<file path="src/rtl/simt_div_pkg.sv">
package simt_div_pkg;
  localparam int CAUSE_W = 3;
  localparam logic [CAUSE_W-1:0] CAUSE_DIVERGE = 3'd4;

  typedef enum logic [2:0] {
    OP_IDLE,
    OP_LOAD,
    OP_SPLIT,
    OP_JOIN,
    OP_BRANCH
  } div_op_e;
endpackage

</file>
<file path="src/rtl/div_vote.sv">
module div_vote #(
  parameter int LANES = 8
) (
  input  logic [LANES-1:0] pred,
  input  logic [LANES-1:0] mask,
  output logic [LANES-1:0] taken,
  output logic [LANES-1:0] fallen,
  output logic             diverged
);
  function automatic logic [LANES-1:0] lanes_true(input logic [LANES-1:0] p,
                                                  input logic [LANES-1:0] m);
    return p & m;
  endfunction

  function automatic logic [LANES-1:0] lanes_false(input logic [LANES-1:0] p,
                                                   input logic [LANES-1:0] m);
    return ~p & m;
  endfunction

  assign taken    = lanes_true(pred, mask);
  assign fallen   = lanes_false(pred, mask);
  assign diverged = (|taken) && (|fallen);
endmodule

</file>
<file path="src/rtl/div_stack.sv">
module div_stack #(
  parameter int LANES = 8,
  parameter int DEPTH = 4,
  parameter int PC_W  = 32,
  localparam int CNT_W = $clog2(DEPTH + 1),
  localparam int IDX_W = (DEPTH > 1) ? $clog2(DEPTH) : 1
) (
  input  logic             clk,
  input  logic             rst_n,
  input  logic             push,
  input  logic             pop,
  input  logic             mark,
  input  logic [LANES-1:0] push_orig,
  input  logic [LANES-1:0] push_comp,
  input  logic [PC_W-1:0]  push_pc,
  output logic [LANES-1:0] top_orig,
  output logic [LANES-1:0] top_comp,
  output logic [PC_W-1:0]  top_pc,
  output logic             top_vis,
  output logic             empty,
  output logic             full,
  output logic [CNT_W-1:0] count
);
  logic [LANES-1:0] slot_orig [DEPTH];
  logic [LANES-1:0] slot_comp [DEPTH];
  logic [PC_W-1:0]  slot_pc   [DEPTH];
  logic             slot_vis  [DEPTH];
  logic [CNT_W-1:0] cnt_q;
  logic [IDX_W-1:0] top_idx;

  assign count   = cnt_q;
  assign empty   = (cnt_q == '0);
  assign full    = (cnt_q == CNT_W'(DEPTH));
  assign top_idx = IDX_W'(cnt_q - CNT_W'(1));

  always_ff @(posedge clk or negedge rst_n) begin
    if (!rst_n) cnt_q <= '0;
    else if (push && !full) cnt_q <= cnt_q + CNT_W'(1);
    else if (pop && !empty) cnt_q <= cnt_q - CNT_W'(1);
  end

  for (genvar i = 0; i < DEPTH; i++) begin : g_slot
    logic [LANES-1:0] orig_q;
    logic [LANES-1:0] comp_q;
    logic [PC_W-1:0]  pc_q;
    logic             vis_q;
    logic             wr_here;
    logic             mark_here;

    assign wr_here   = push && !full && (cnt_q == CNT_W'(i));
    assign mark_here = mark && (cnt_q == CNT_W'(i + 1));

    always_ff @(posedge clk or negedge rst_n) begin
      if (!rst_n) begin
        orig_q <= '0;
        comp_q <= '0;
        pc_q   <= '0;
        vis_q  <= 1'b0;
      end else if (wr_here) begin
        orig_q <= push_orig;
        comp_q <= push_comp;
        pc_q   <= push_pc;
        vis_q  <= 1'b0;
      end else if (mark_here) begin
        vis_q  <= 1'b1;
      end
    end

    assign slot_orig[i] = orig_q;
    assign slot_comp[i] = comp_q;
    assign slot_pc[i]   = pc_q;
    assign slot_vis[i]  = vis_q;
  end

  assign top_orig = slot_orig[top_idx];
  assign top_comp = slot_comp[top_idx];
  assign top_pc   = slot_pc[top_idx];
  assign top_vis  = slot_vis[top_idx];
endmodule

</file>
<file path="src/rtl/simt_diverge_stack.sv">
module simt_diverge_stack
  import simt_div_pkg::*;
#(
  parameter int LANES = 8,
  parameter int DEPTH = 4,
  parameter int PC_W  = 32,
  localparam int CNT_W = $clog2(DEPTH + 1)
) (
  input  logic               clk,
  input  logic               rst_n,
  input  logic               load_valid,
  input  logic [LANES-1:0]   load_mask,
  input  logic [LANES-1:0]   pred,
  input  logic               split_valid,
  input  logic [PC_W-1:0]    split_pc,
  input  logic               join_valid,
  input  logic               branch_valid,
  output logic [LANES-1:0]   active_mask,
  output logic               redirect_valid,
  output logic [PC_W-1:0]    redirect_pc,
  output logic               trap_valid,
  output logic [CAUSE_W-1:0] trap_cause,
  output logic               overflow_err
);
  function automatic logic [PC_W-1:0] resume_pc(input logic [PC_W-1:0] pc);
    return pc + PC_W'(1);
  endfunction

  div_op_e          op;
  logic [LANES-1:0] mask_q;
  logic [LANES-1:0] vote_taken;
  logic [LANES-1:0] vote_fallen;
  logic             vote_diverged;

  logic [LANES-1:0] stk_orig;
  logic [LANES-1:0] stk_comp;
  logic [PC_W-1:0]  stk_pc;
  logic             stk_vis;
  logic             stk_empty;
  logic             stk_full;
  logic [CNT_W-1:0] stk_count;

  // named internal events
  logic push_ev, pop_ev, mark_ev, ovf_ev, trap_ev;

  always_comb begin
    if (load_valid)        op = OP_LOAD;
    else if (split_valid)  op = OP_SPLIT;
    else if (join_valid)   op = OP_JOIN;
    else if (branch_valid) op = OP_BRANCH;
    else                   op = OP_IDLE;
  end

  div_vote #(.LANES(LANES)) u_vote (
    .pred     (pred),
    .mask     (mask_q),
    .taken    (vote_taken),
    .fallen   (vote_fallen),
    .diverged (vote_diverged)
  );

  assign push_ev = (op == OP_SPLIT) && !stk_full;
  assign ovf_ev  = (op == OP_SPLIT) && stk_full;
  assign mark_ev = (op == OP_JOIN) && !stk_empty && !stk_vis && (stk_comp != '0);
  assign pop_ev  = (op == OP_JOIN) && !stk_empty && (stk_vis || (stk_comp == '0));
  assign trap_ev = (op == OP_BRANCH) && vote_diverged;

  div_stack #(.LANES(LANES), .DEPTH(DEPTH), .PC_W(PC_W)) u_stack (
    .clk       (clk),
    .rst_n     (rst_n),
    .push      (push_ev),
    .pop       (pop_ev),
    .mark      (mark_ev),
    .push_orig (mask_q),
    .push_comp (vote_fallen),
    .push_pc   (resume_pc(split_pc)),
    .top_orig  (stk_orig),
    .top_comp  (stk_comp),
    .top_pc    (stk_pc),
    .top_vis   (stk_vis),
    .empty     (stk_empty),
    .full      (stk_full),
    .count     (stk_count)
  );

  always_ff @(posedge clk or negedge rst_n) begin
    if (!rst_n) begin
      mask_q         <= LANES'(1);
      redirect_valid <= 1'b0;
      redirect_pc    <= '0;
      trap_valid     <= 1'b0;
      overflow_err   <= 1'b0;
    end else begin
      if (op == OP_LOAD) mask_q <= load_mask;
      else if (push_ev)  mask_q <= vote_taken;
      else if (mark_ev)  mask_q <= stk_comp;
      else if (pop_ev)   mask_q <= stk_orig;
      redirect_valid <= mark_ev;
      if (mark_ev) redirect_pc <= stk_pc;
      trap_valid   <= trap_ev;
      overflow_err <= ovf_ev;
    end
  end

  assign active_mask = mask_q;
  assign trap_cause  = trap_valid ? CAUSE_DIVERGE : '0;
endmodule

</file>
<file path="config.mk">
export PLATFORM = sky130hd
export DESIGN_NAME = simt_diverge_stack
export DESIGN_NICKNAME = d
export VERILOG_FILES = /design/src/rtl/simt_div_pkg.sv /design/src/rtl/div_vote.sv /design/src/rtl/div_stack.sv /design/src/rtl/simt_diverge_stack.sv
export SDC_FILE = /design/constraint.sdc
export NUM_CORES = 1
export LEC_CHECK = 0
export BUFFER_PORTS_ARGS = -buffer_cell sky130_fd_sc_hd__buf_2
export CORE_MARGIN = 2
export CORE_UTILIZATION = 37
export DETAILED_ROUTE_END_ITERATION = 10
export SYNTH_ARGS = -nofsm -noshare
export SYNTH_HDL_FRONTEND = slang
export SYNTH_HIERARCHICAL = 1
export SYNTH_SLANG_ARGS = --single-unit
export TNS_END_PERCENT = 5
</file>
<file path="constraint.sdc">
create_clock -name clk -period 3.9 [get_ports clk]
set_input_delay 0 -clock clk [delete_from_list [all_inputs] [get_ports clk]]
set_output_delay 0 -clock clk [all_outputs]
set_load 0.005 [all_outputs]
</file>
==> results, run 1 <==
- The run finished with clean final reports.
- The width of the die is 183 um.
- The chip height is 183 um.
- The cell type with the highest aggregate area in the netlist is sky130_fd_sc_hd__dfrtp_1.
- The top achievable clock speed is 294 MHz.
- During I/O placement, the number of pins put on the boundary was 100.
- The post-cts resize count is 0.
- The share of final-layout standard cells stronger than drive strength 1 is 0.486.
- The required arrival time at the worst endpoint is 4.35 ns.
- The primary flip-flop cell chosen by synthesis mapping is sky130_fd_sc_hd__dfrtp_1.
- The post-detailed-placement half-perimeter wirelength is 16600 um.
- The number of synthesized register bits is 242.
- Yosys attributes the largest share of cell area to sky130_fd_sc_hd__dfrtp_1 51%, sky130_fd_sc_hd__mux2_2 13%, sky130_fd_sc_hd__mux2_4 11%.
- The terminus of the critical flop-to-flop path is u_stack/g_slot[0].vis_q$_DFFE_PN0P_.
- STA classifies the critical path endpoint as a flop.
- Setup violations remaining at the end of the flow were counted as 0.
- In this run, CTS created clock tree buffers numbering 27.
- The period utilization is 0.871.
- The proportion of netlist area held by the largest area contributor is 0.510.
- The number of library cell types mapped by synthesis is 48.
- Entering global routing, the biggest net connects 125 pins.
- The total number of placement rows is 65.
- In this run, placement finished with an instance count of 1237.
- The clock sink count is 242.
- The number of buffers and inverters on the critical path is 3.
- The average routed wire per standard cell is 20.2 um.
- In the routed design, unresolved DRC markers number 0.
- In this run the deepest clock path goes through 3 buffers.
- The timing startpoint of the critical path is u_stack/count[0]$_DFFE_PN0P_.
- The aggregate global-route resource usage is 0.165.
- The startpoint identified for the worst register-to-register timing path is u_stack/count[0]$_DFFE_PN0P_.
- The sequential share of the synthesized area is 0.512.
- The final weighted congestion in routability-driven placement is 0.754.
- Input and output buffers added on the ports amount to 97.
- The die covers 33400 sq um.
- The number of antenna violations at the first check in global routing is 0.
- The H-tree depth is 1.
- In this run the worst hold path is classified as input port to flop.
- The final antenna-violating net count is 0.
- Walking the worst path, the cells encountered are inv_1 > ha_2 > mux4_2 > nor4_1 > buf_4 > a211oi_4 > buf_4 > nor2b_1 > a21oi_1 > a21oi_1.
- The clock reaches the later pin of the worst-skew pair after 0.53 ns.
- The worst slew margin relative to its limit is 0.304.
- The leakage dissipation is 6.55 nW.
- Along the worst path, the maximum fanout reaches 17.
- The total of max-cap violations is 0.
- The average footprint of a synthesized cell is 15.4 sq um.
- Across all layers, the routed design uses 6920 vias.
- The worst reg-to-reg setup slack is 0.50 ns.
- The slew at the pin closest to its max-slew limit is 1.04 ns.
- The ratio of total power to cell area is 760 nW/um^2.
- Registers take 6060 sq um.
- The initial cell density of the core is 0.375.
- The worst path needs 3.40 ns of the cycle, external delays included.
- Across the routed clock network, the largest skew measured is 0.00792 ns.
- The largest stage delay on the critical path is 0.61 ns.
- The kind of critical path is flop to flop.
- The kind of cell with the highest combined delay along the critical path is compound AO/OA/AOI/OAI gates.
- The first-pass GRT wire length is 43100 um.
- The area occupied by multi-input gates is 5360 sq um.
- The count of endpoints failing hold in the final timing report is 0.
- The maximum resistive drop on vdd is 0.000339 V.
- The number of nets at the end of the flow is 975.
- The layout has 2814 filler cells.
- For the worst flop-to-flop path, the logic depth is 10.
- The endpoint of the most critical setup path is u_stack/g_slot[0].vis_q$_DFFE_PN0P_.
- The cell sitting at the root of the clock tree is a sky130_fd_sc_hd__clkbuf_16.
- The number of enable flip-flop cells after synthesis is 0.
- The area of the core is 31600 sq um.
- The critical path crosses 10 cells after its start point.
- STA puts the critical path data arrival time at 3.85 ns.
- Summed over all failing endpoints, the final setup total negative slack is 0 ns.
- The instance count of the mapped netlist is 767.
- The violation count after the first detailed-route iteration is 483.
- STA classifies the critical path startpoint as a flop.
- Setup repair after global routing left no endpoint under its margin.
- The cell with the biggest individual delay on the critical path is sky130_fd_sc_hd__dfrtp_4.
- The cell area after technology mapping is 11800 sq um.
- The area added between synthesis and finish is 18.3%.
- The via count of the first global-routing pass is 7325.
- In the routed layout, each cell is associated on average with a via count of 5.19.
- For this run, the detailed router's first-pass iteration total came to 5.
- The CTS tree is yes.
- The final count of pins violating max slew came to 0.
- Global routing finished with a remaining overflow of 0.
- For this block, the routed nets add up to 27000 um of wire.
- The async set-reset flop share out of synthesis is 1.00.
- The count of yosys warnings during synthesis is 6.
- The number of non-filler instances in the completed layout is 1334.
- Clock-pin slew was measured on the worst setup and hold paths at 0.06 ns.
- 0 antenna diodes ended up in the layout.
## logic make-up (layout without fill, tap and decap cells)
logic type,Yosys count,after routing,share of synthesized area
and+or+nand+nor,123,123,0.0629
xor gates and xnor gates,31,31,0.0230
muxes,274,274,0.336
buffers and inverters,54,218,0.0368
AOI/OAI and AO/OA,35,35,0.0216
other,1,2,0.000317
adders and majority gates,7,7,0.00741
DFF,242,242,0.512
## stage by stage
stage | instance area (sq um) | setup slack, ns | hold WS, ns | power (mW) | util
6_report | 14000 | 0.502 | 0.0200 | 10.6 | 0.443
4_1_cts | 14000 | 0.420 | 0.00260 | 10.8 | 0.443
5_1_grt | 14000 | 0.211 | 0.0165 | 11.3 | 0.443
2_1_floorplan | 11800 | 0.418 | -0.296 | 7.05 | -
3_5_place_dp | 12600 | 0.473 | 0.170 | 8.09 | 0.399
3_3_place_gp | 12600 | 0.526 | 0.172 | 8.01 | 0.399
## sequential cells by signal, summed over array words and instances, names as in the netlist
register	flops
active_mask	8
overflow_err	1
redirect_pc	32
redirect_valid	1
trap_valid	1
u_stack/count	3
u_stack/g_slot.comp_q	32
u_stack/g_slot.orig_q	32
u_stack/g_slot.pc_q	128
u_stack/g_slot.vis_q	4
## how the worst min path moves through the flow
stage	from	endpoint	slack, ns	cells after the start
final	split_pc[30]	u_stack/g_slot[2].pc_q[30]$_DFFE_PN0P_	0.02	3
after global routing	split_pc[30]	u_stack/g_slot[1].pc_q[30]$_DFFE_PN0P_	0.02	3
after CTS	split_pc[30]	u_stack/g_slot[1].pc_q[30]$_DFFE_PN0P_	0.003	3
after floorplan	rst_n	active_mask[1]$_DFFE_PN0P_	-0.30	0
after global placement	rst_n	u_stack/g_slot[0].pc_q[21]$_DFFE_PN0P_	0.17	1
after detailed placement	rst_n	u_stack/g_slot[2].pc_q[21]$_DFFE_PN0P_	0.17	1
## power breakdown
group / internal, mW / switching [mW]
Sequential: 3.57 / 0.680
Clock: 1.54 / 1.03
Combinational: 2.35 / 1.47
Total: 7.45 / 3.18
## final cells by class
class                   instances  share of cell area
repair buffers                163              0.0816
clock buffers                  34              0.0530
multi-input cells             472               0.383
well taps                     402              0.0360
clock inverters                13              0.0109
inverters                       8             0.00215
flip-flops and latches        242               0.433
## cells in the mapped netlist, types with 6 or more instances
cell type / instances
sky130_fd_sc_hd__a222oi_1: 8
sky130_fd_sc_hd__nand4_1: 9
sky130_fd_sc_hd__xor2_1: 10
sky130_fd_sc_hd__mux4_2: 49
sky130_fd_sc_hd__a21oi_1: 9
sky130_fd_sc_hd__a31oi_1: 10
sky130_fd_sc_hd__inv_1: 8
sky130_fd_sc_hd__nand3_1: 11
sky130_fd_sc_hd__buf_4: 6
sky130_fd_sc_hd__buf_2: 15
sky130_fd_sc_hd__nor2b_1: 10
sky130_fd_sc_hd__dfrtp_1: 241
sky130_fd_sc_hd__mux2_4: 89
sky130_fd_sc_hd__mux2_2: 136
sky130_fd_sc_hd__ha_1: 7
sky130_fd_sc_hd__buf_6: 6
sky130_fd_sc_hd__nor4_1: 6
sky130_fd_sc_hd__clkbuf_1: 10
sky130_fd_sc_hd__nor3_1: 8
sky130_fd_sc_hd__xnor2_1: 21
sky130_fd_sc_hd__buf_12: 9
sky130_fd_sc_hd__nor2_1: 18
sky130_fd_sc_hd__and2_1: 9
sky130_fd_sc_hd__nand2_1: 18
## routing by layer
layer / wire length (um) / up-vias / GRT usage / share of wire
met2: 12500 / 134 / 0.263 / 0.46
met1: 12900 / 3619 / 0.242 / 0.48
met3: 977 / 38 / 0.0203 / 0.036
met4: 587 / 0 / 0.0384 / 0.022
li1: - / 3129 / - / -
met5: 0 / - / 0 / 0
## what timing repair did
| action | in CTS | in global routing |
|---|---|---|
| setup buffers | 0 | 0 |
| endpoints found under the hold margin | 254 | 0 |
| hold buffers | 50 | 0 |
## cells in the final DEF, fill, tap and decap left out, types with 8 or more instances in the layout
| cell | synthesis | routed |
|---|---|---|
| sky130_fd_sc_hd__a21oi_1 | 9 | 9 |
| sky130_fd_sc_hd__nor2b_1 | 10 | 10 |
| sky130_fd_sc_hd__a222oi_1 | 8 | 8 |
| sky130_fd_sc_hd__dlygate4sd3_1 | 0 | 50 |
| sky130_fd_sc_hd__inv_1 | 8 | 8 |
| sky130_fd_sc_hd__buf_2 | 15 | 96 |
| sky130_fd_sc_hd__nor3_1 | 8 | 8 |
| sky130_fd_sc_hd__nand4_1 | 9 | 9 |
| sky130_fd_sc_hd__nor2_1 | 18 | 17 |
| sky130_fd_sc_hd__nand2_1 | 18 | 18 |
| sky130_fd_sc_hd__mux2_2 | 136 | 136 |
| sky130_fd_sc_hd__mux2_4 | 89 | 89 |
| sky130_fd_sc_hd__buf_4 | 6 | 14 |
| sky130_fd_sc_hd__dfrtp_1 | 241 | 240 |
| sky130_fd_sc_hd__xnor2_1 | 21 | 21 |
| sky130_fd_sc_hd__nand3_1 | 11 | 11 |
| sky130_fd_sc_hd__a31oi_1 | 10 | 10 |
| sky130_fd_sc_hd__xor2_1 | 10 | 10 |
| sky130_fd_sc_hd__clkbuf_16 | 0 | 27 |
| sky130_fd_sc_hd__and2_1 | 9 | 9 |
| sky130_fd_sc_hd__mux4_2 | 49 | 49 |
## worst reg2reg max path, delay by kind of cell (launching register included)
family                   cells  cell delay (ns)
AO/OA/AOI/OAI                3             0.80
flip-flops                   1             0.61
AND/OR/NAND/NOR              2             0.29
multiplexers                 1             0.30
buffers and inverters        3             0.73
adder cells (fa/ha/maj)      1             0.59
Power figures use the tool's default switching activity.
==> run 2: changes to the inputs <==
REMOVE_ABC_BUFFERS = 1   (was not set)
==> run 2 against run 1 <==
  * Die area stayed put
  * Critical path depth stayed put
  * First-iteration DRC count is 27% lower
  * Cell area is 1.2% higher
  * Via count is 1.0% higher
  * Register-to-register slack better by 0.10 ns
  * Maximum frequency is 3.0% higher
  * Clock-buffer cell count is 2 lower
  * Cell count is 0.90% higher
  * Combinational power is 3% higher
  * Non-clock buffer count is 8 higher
==> results, run 2 (same netlist as run 1, synthesis figures left out) <==
- The via count of the first global-routing pass was 7415 (was 7325).
- Result of the run: finished, final reports clean (unchanged).
- The source of the worst register-to-register timing path is u_stack/count[1]$_DFFE_PN0P_ (was u_stack/count[0]$_DFFE_PN0P_).
- The total of max-cap violations is 0 (unchanged).
- The count of pins on the block boundary is 100 (unchanged).
- The number of nets at the end of the flow is 983 (was 975).
- The kind of start point of the critical path is a flop (unchanged).
- The sort of element at the end of the critical path is a flop (unchanged).
- The kind of critical path is flop to flop (unchanged).
- The leakage dissipation came to 6.61 nW (was 6.55 nW).
- The final cell area excluding filler cells is 14200 sq um (was 14000 sq um).
- The final setup TNS is 0 ns (unchanged).
- The commonest non-fill, non-tap cell in the layout is sky130_fd_sc_hd__dfrtp_1 (unchanged).
- The flip-flop count of the largest register, all copies and words added is 128 (unchanged).
- The CTS buffer count is 27 (unchanged).
- The register clock-pin slew on the reported worst setup and hold paths came to 0.06 ns (about the same).
- Commonest cells after routing, fill and taps aside: 240 x sky130_fd_sc_hd__dfrtp_1, 136 x sky130_fd_sc_hd__mux2_2, 96 x sky130_fd_sc_hd__buf_2, 89 x sky130_fd_sc_hd__mux2_4, 55 x sky130_fd_sc_hd__dlygate4sd3_1 (was 240 x sky130_fd_sc_hd__dfrtp_1, 136 x sky130_fd_sc_hd__mux2_2, 96 x sky130_fd_sc_hd__buf_2, 89 x sky130_fd_sc_hd__mux2_4, 50 x sky130_fd_sc_hd__dlygate4sd3_1).
- The H-tree depth was 1 (unchanged).
- The final weighted congestion in routability-driven placement is 0.752 (was 0.754).
- The chip height is 183 um (unchanged).
- The first-pass GRT wire length is 42800 um (was 43100 um).
- The maximum resistive drop on vdd was 0.000369 V (was 0.000339 V).
- The post-layout utilization of the core came to 0.449 (was 0.443).
- The sum of met2 wire segment lengths after detailed routing is 12000 um (was 12500 um).
- The number of antenna violations at the first check in global routing is 2 (was 0).
- The violation count after the first detailed-route iteration is 354 (was 483).
- The largest register by flop count is u_stack/g_slot.pc_q (unchanged).
- The period utilization is 0.846 (was 0.871).
- The final number of setup-violating endpoints came to 0 (unchanged).
- The type of the worst min-delay path was input port to flop (unchanged).
- The initial cell density of the core is 0.375 (unchanged).
- The aggregate global-route resource usage is 0.162 (was 0.165).
- The number of detailed-route iterations in the first pass is 5 (unchanged).
- The post-placement cell area is 12700 sq um (was 12600 sq um).
- The worst setup skew after layout was 0.0137 ns (was 0.00792 ns).
- The total number of placement rows is 65 (unchanged).
- The hold path startpoint is split_pc[21] (was split_pc[30]).
- The final critical path time including I/O delays and setup is 3.30 ns (was 3.40 ns).
- The post-detailed-placement half-perimeter wirelength is 16400 um (was 16600 um).
- The required arrival time at the worst endpoint is 4.33 ns (was 4.35 ns).
- The maximum clock path buffer count is 3 (unchanged).
- The share of final-layout standard cells stronger than drive strength 1 is 0.487 (was 0.486).
- The area added between synthesis and finish was 19.7% (was 18.3%).
- The length of routed met3 wiring is 1000 um (was 977 um).
- Setup repair after global routing missed its margin: false (unchanged).
- The total grt overflow came to 0 (unchanged).
- The buffer cell driving the clock tree root was sky130_fd_sc_hd__clkbuf_16 (unchanged).
- The ratio of total power to cell area came to 760 nW/um^2 (about the same).
- The area of the die is 33400 sq um (unchanged).
- The top achievable clock speed came to 303 MHz (was 294 MHz).
- The average via count per standard cell is 5.19 (about the same).
- The number of remaining DRC errors is 0 (unchanged).
- The post-CTS setup-driven buffer insertion count came to 0 (unchanged).
- The area of the core is 31600 sq um (unchanged).
- The slew at the pin closest to its max-slew limit is 1.10 ns (was 1.04 ns).
- The final antenna-violating net count came to 0 (unchanged).
- The maximum number of pins on one net before global-route repair is 124 (was 125).
- The average routed wire per standard cell came to 19.6 um (was 20.2 um).
- The top metal layer carrying routed signals is met4 (unchanged).
- The clock network latency to the later pin of the worst-skew pair is 0.54 ns (was 0.53 ns).
- The width of the die was 183 um (unchanged).
- The worst slew margin relative to its limit is 0.261 (was 0.304).
- The via count was 6990 (was 6920).
- The power after layout is 10.8 mW (was 10.6 mW).
- The worst endpoint data arrival time is 3.72 ns (was 3.85 ns).
- The timing startpoint of the critical path is u_stack/count[1]$_DFFE_PN0P_ (was u_stack/count[0]$_DFFE_PN0P_).
- The detailed-route wire length on metal 1 is 12900 um (about the same).
- The clock sink count is 242 (unchanged).
- The count of endpoints failing hold in the final timing report came to 0 (unchanged).
- The final count of pins violating max slew is 0 (unchanged).
- The worst hold margin was 0.0344 ns (was 0.0200 ns).
- The aggregate routed wire length is 26400 um (was 27000 um).
- The largest fanout on the critical path is 18 (was 17).
- The number of port buffers is 97 (unchanged).
- The CTS tree is yes (unchanged).
-- run 2: power by group --
part | internal [mW] | switching (mW)
combinational | 2.38 | 1.56
sequential | 3.57 | 0.632
clock | 1.59 | 1.03
total | 7.54 | 3.23
-- run 2: layer usage --
metal,global-route usage,up-vias
met1,0.238,3646
met2,0.257,146
met4,0.0298,0
li1,-,3166
met5,0,-
met3,0.0258,32
-- run 2: layout make-up --
cell class                      count  area (sq um)
Fill cell                        2838         17400
Tap cell                          402           503
Antenna cell                        2          5.00
Timing Repair Buffer              171          1280
Multi-Input combinational cell    472          5360
Sequential cell                   242          6060
Inverter                            8          30.0
Clock buffer                       32           724
Clock inverter                     17           201
-- run 2: final timing paths --
path | end | slack (ns) | cells past startpoint
worst min register to register | u_stack/g_slot[0].pc_q[0]$_DFFE_PN0P_ | 0.50 | 1
worst max-delay path | u_stack/count[1]$_DFFE_PN0P_ | 0.60 | 10
min in group asynchronous | u_stack/g_slot[2].orig_q[2]$_DFFE_PN0P_ | 0.12 | 2
worst max register to register | u_stack/count[1]$_DFFE_PN0P_ | 0.60 | 10
max in group asynchronous | u_stack/g_slot[1].pc_q[18]$_DFFE_PN0P_ | 2.83 | 3
worst min-delay path | u_stack/g_slot[2].pc_q[21]$_DFFE_PN0P_ | 0.03 | 3
-- run 2: repair_timing --
item,in CTS,in global routing
hold buffers,55,0
endpoints found under the hold margin,264,0
gates resized for setup,0,0
-- run 2: metrics by stage --
step	worst slack, ns	std cells
CTS	0.612	1344
finish	0.602	1346
floorplan	-3.34	722
detailed placement	0.652	1240
global placement	0.706	1240
global route	0.384	1346
-- run 2: critical path: stages (launching register included) --
cell and delay, ns:
sky130_fd_sc_hd__dfrtp_1 0.44, sky130_fd_sc_hd__inv_1 0.11, sky130_fd_sc_hd__ha_2 0.67, sky130_fd_sc_hd__mux4_2 0.40, sky130_fd_sc_hd__nor4_1 0.33, sky130_fd_sc_hd__buf_4 0.20, sky130_fd_sc_hd__a21oi_1 0.06, sky130_fd_sc_hd__nor2_1 0.44
sky130_fd_sc_hd__mux2_2 0.26, sky130_fd_sc_hd__o22ai_1 0.07, sky130_fd_sc_hd__a211oi_1 0.20
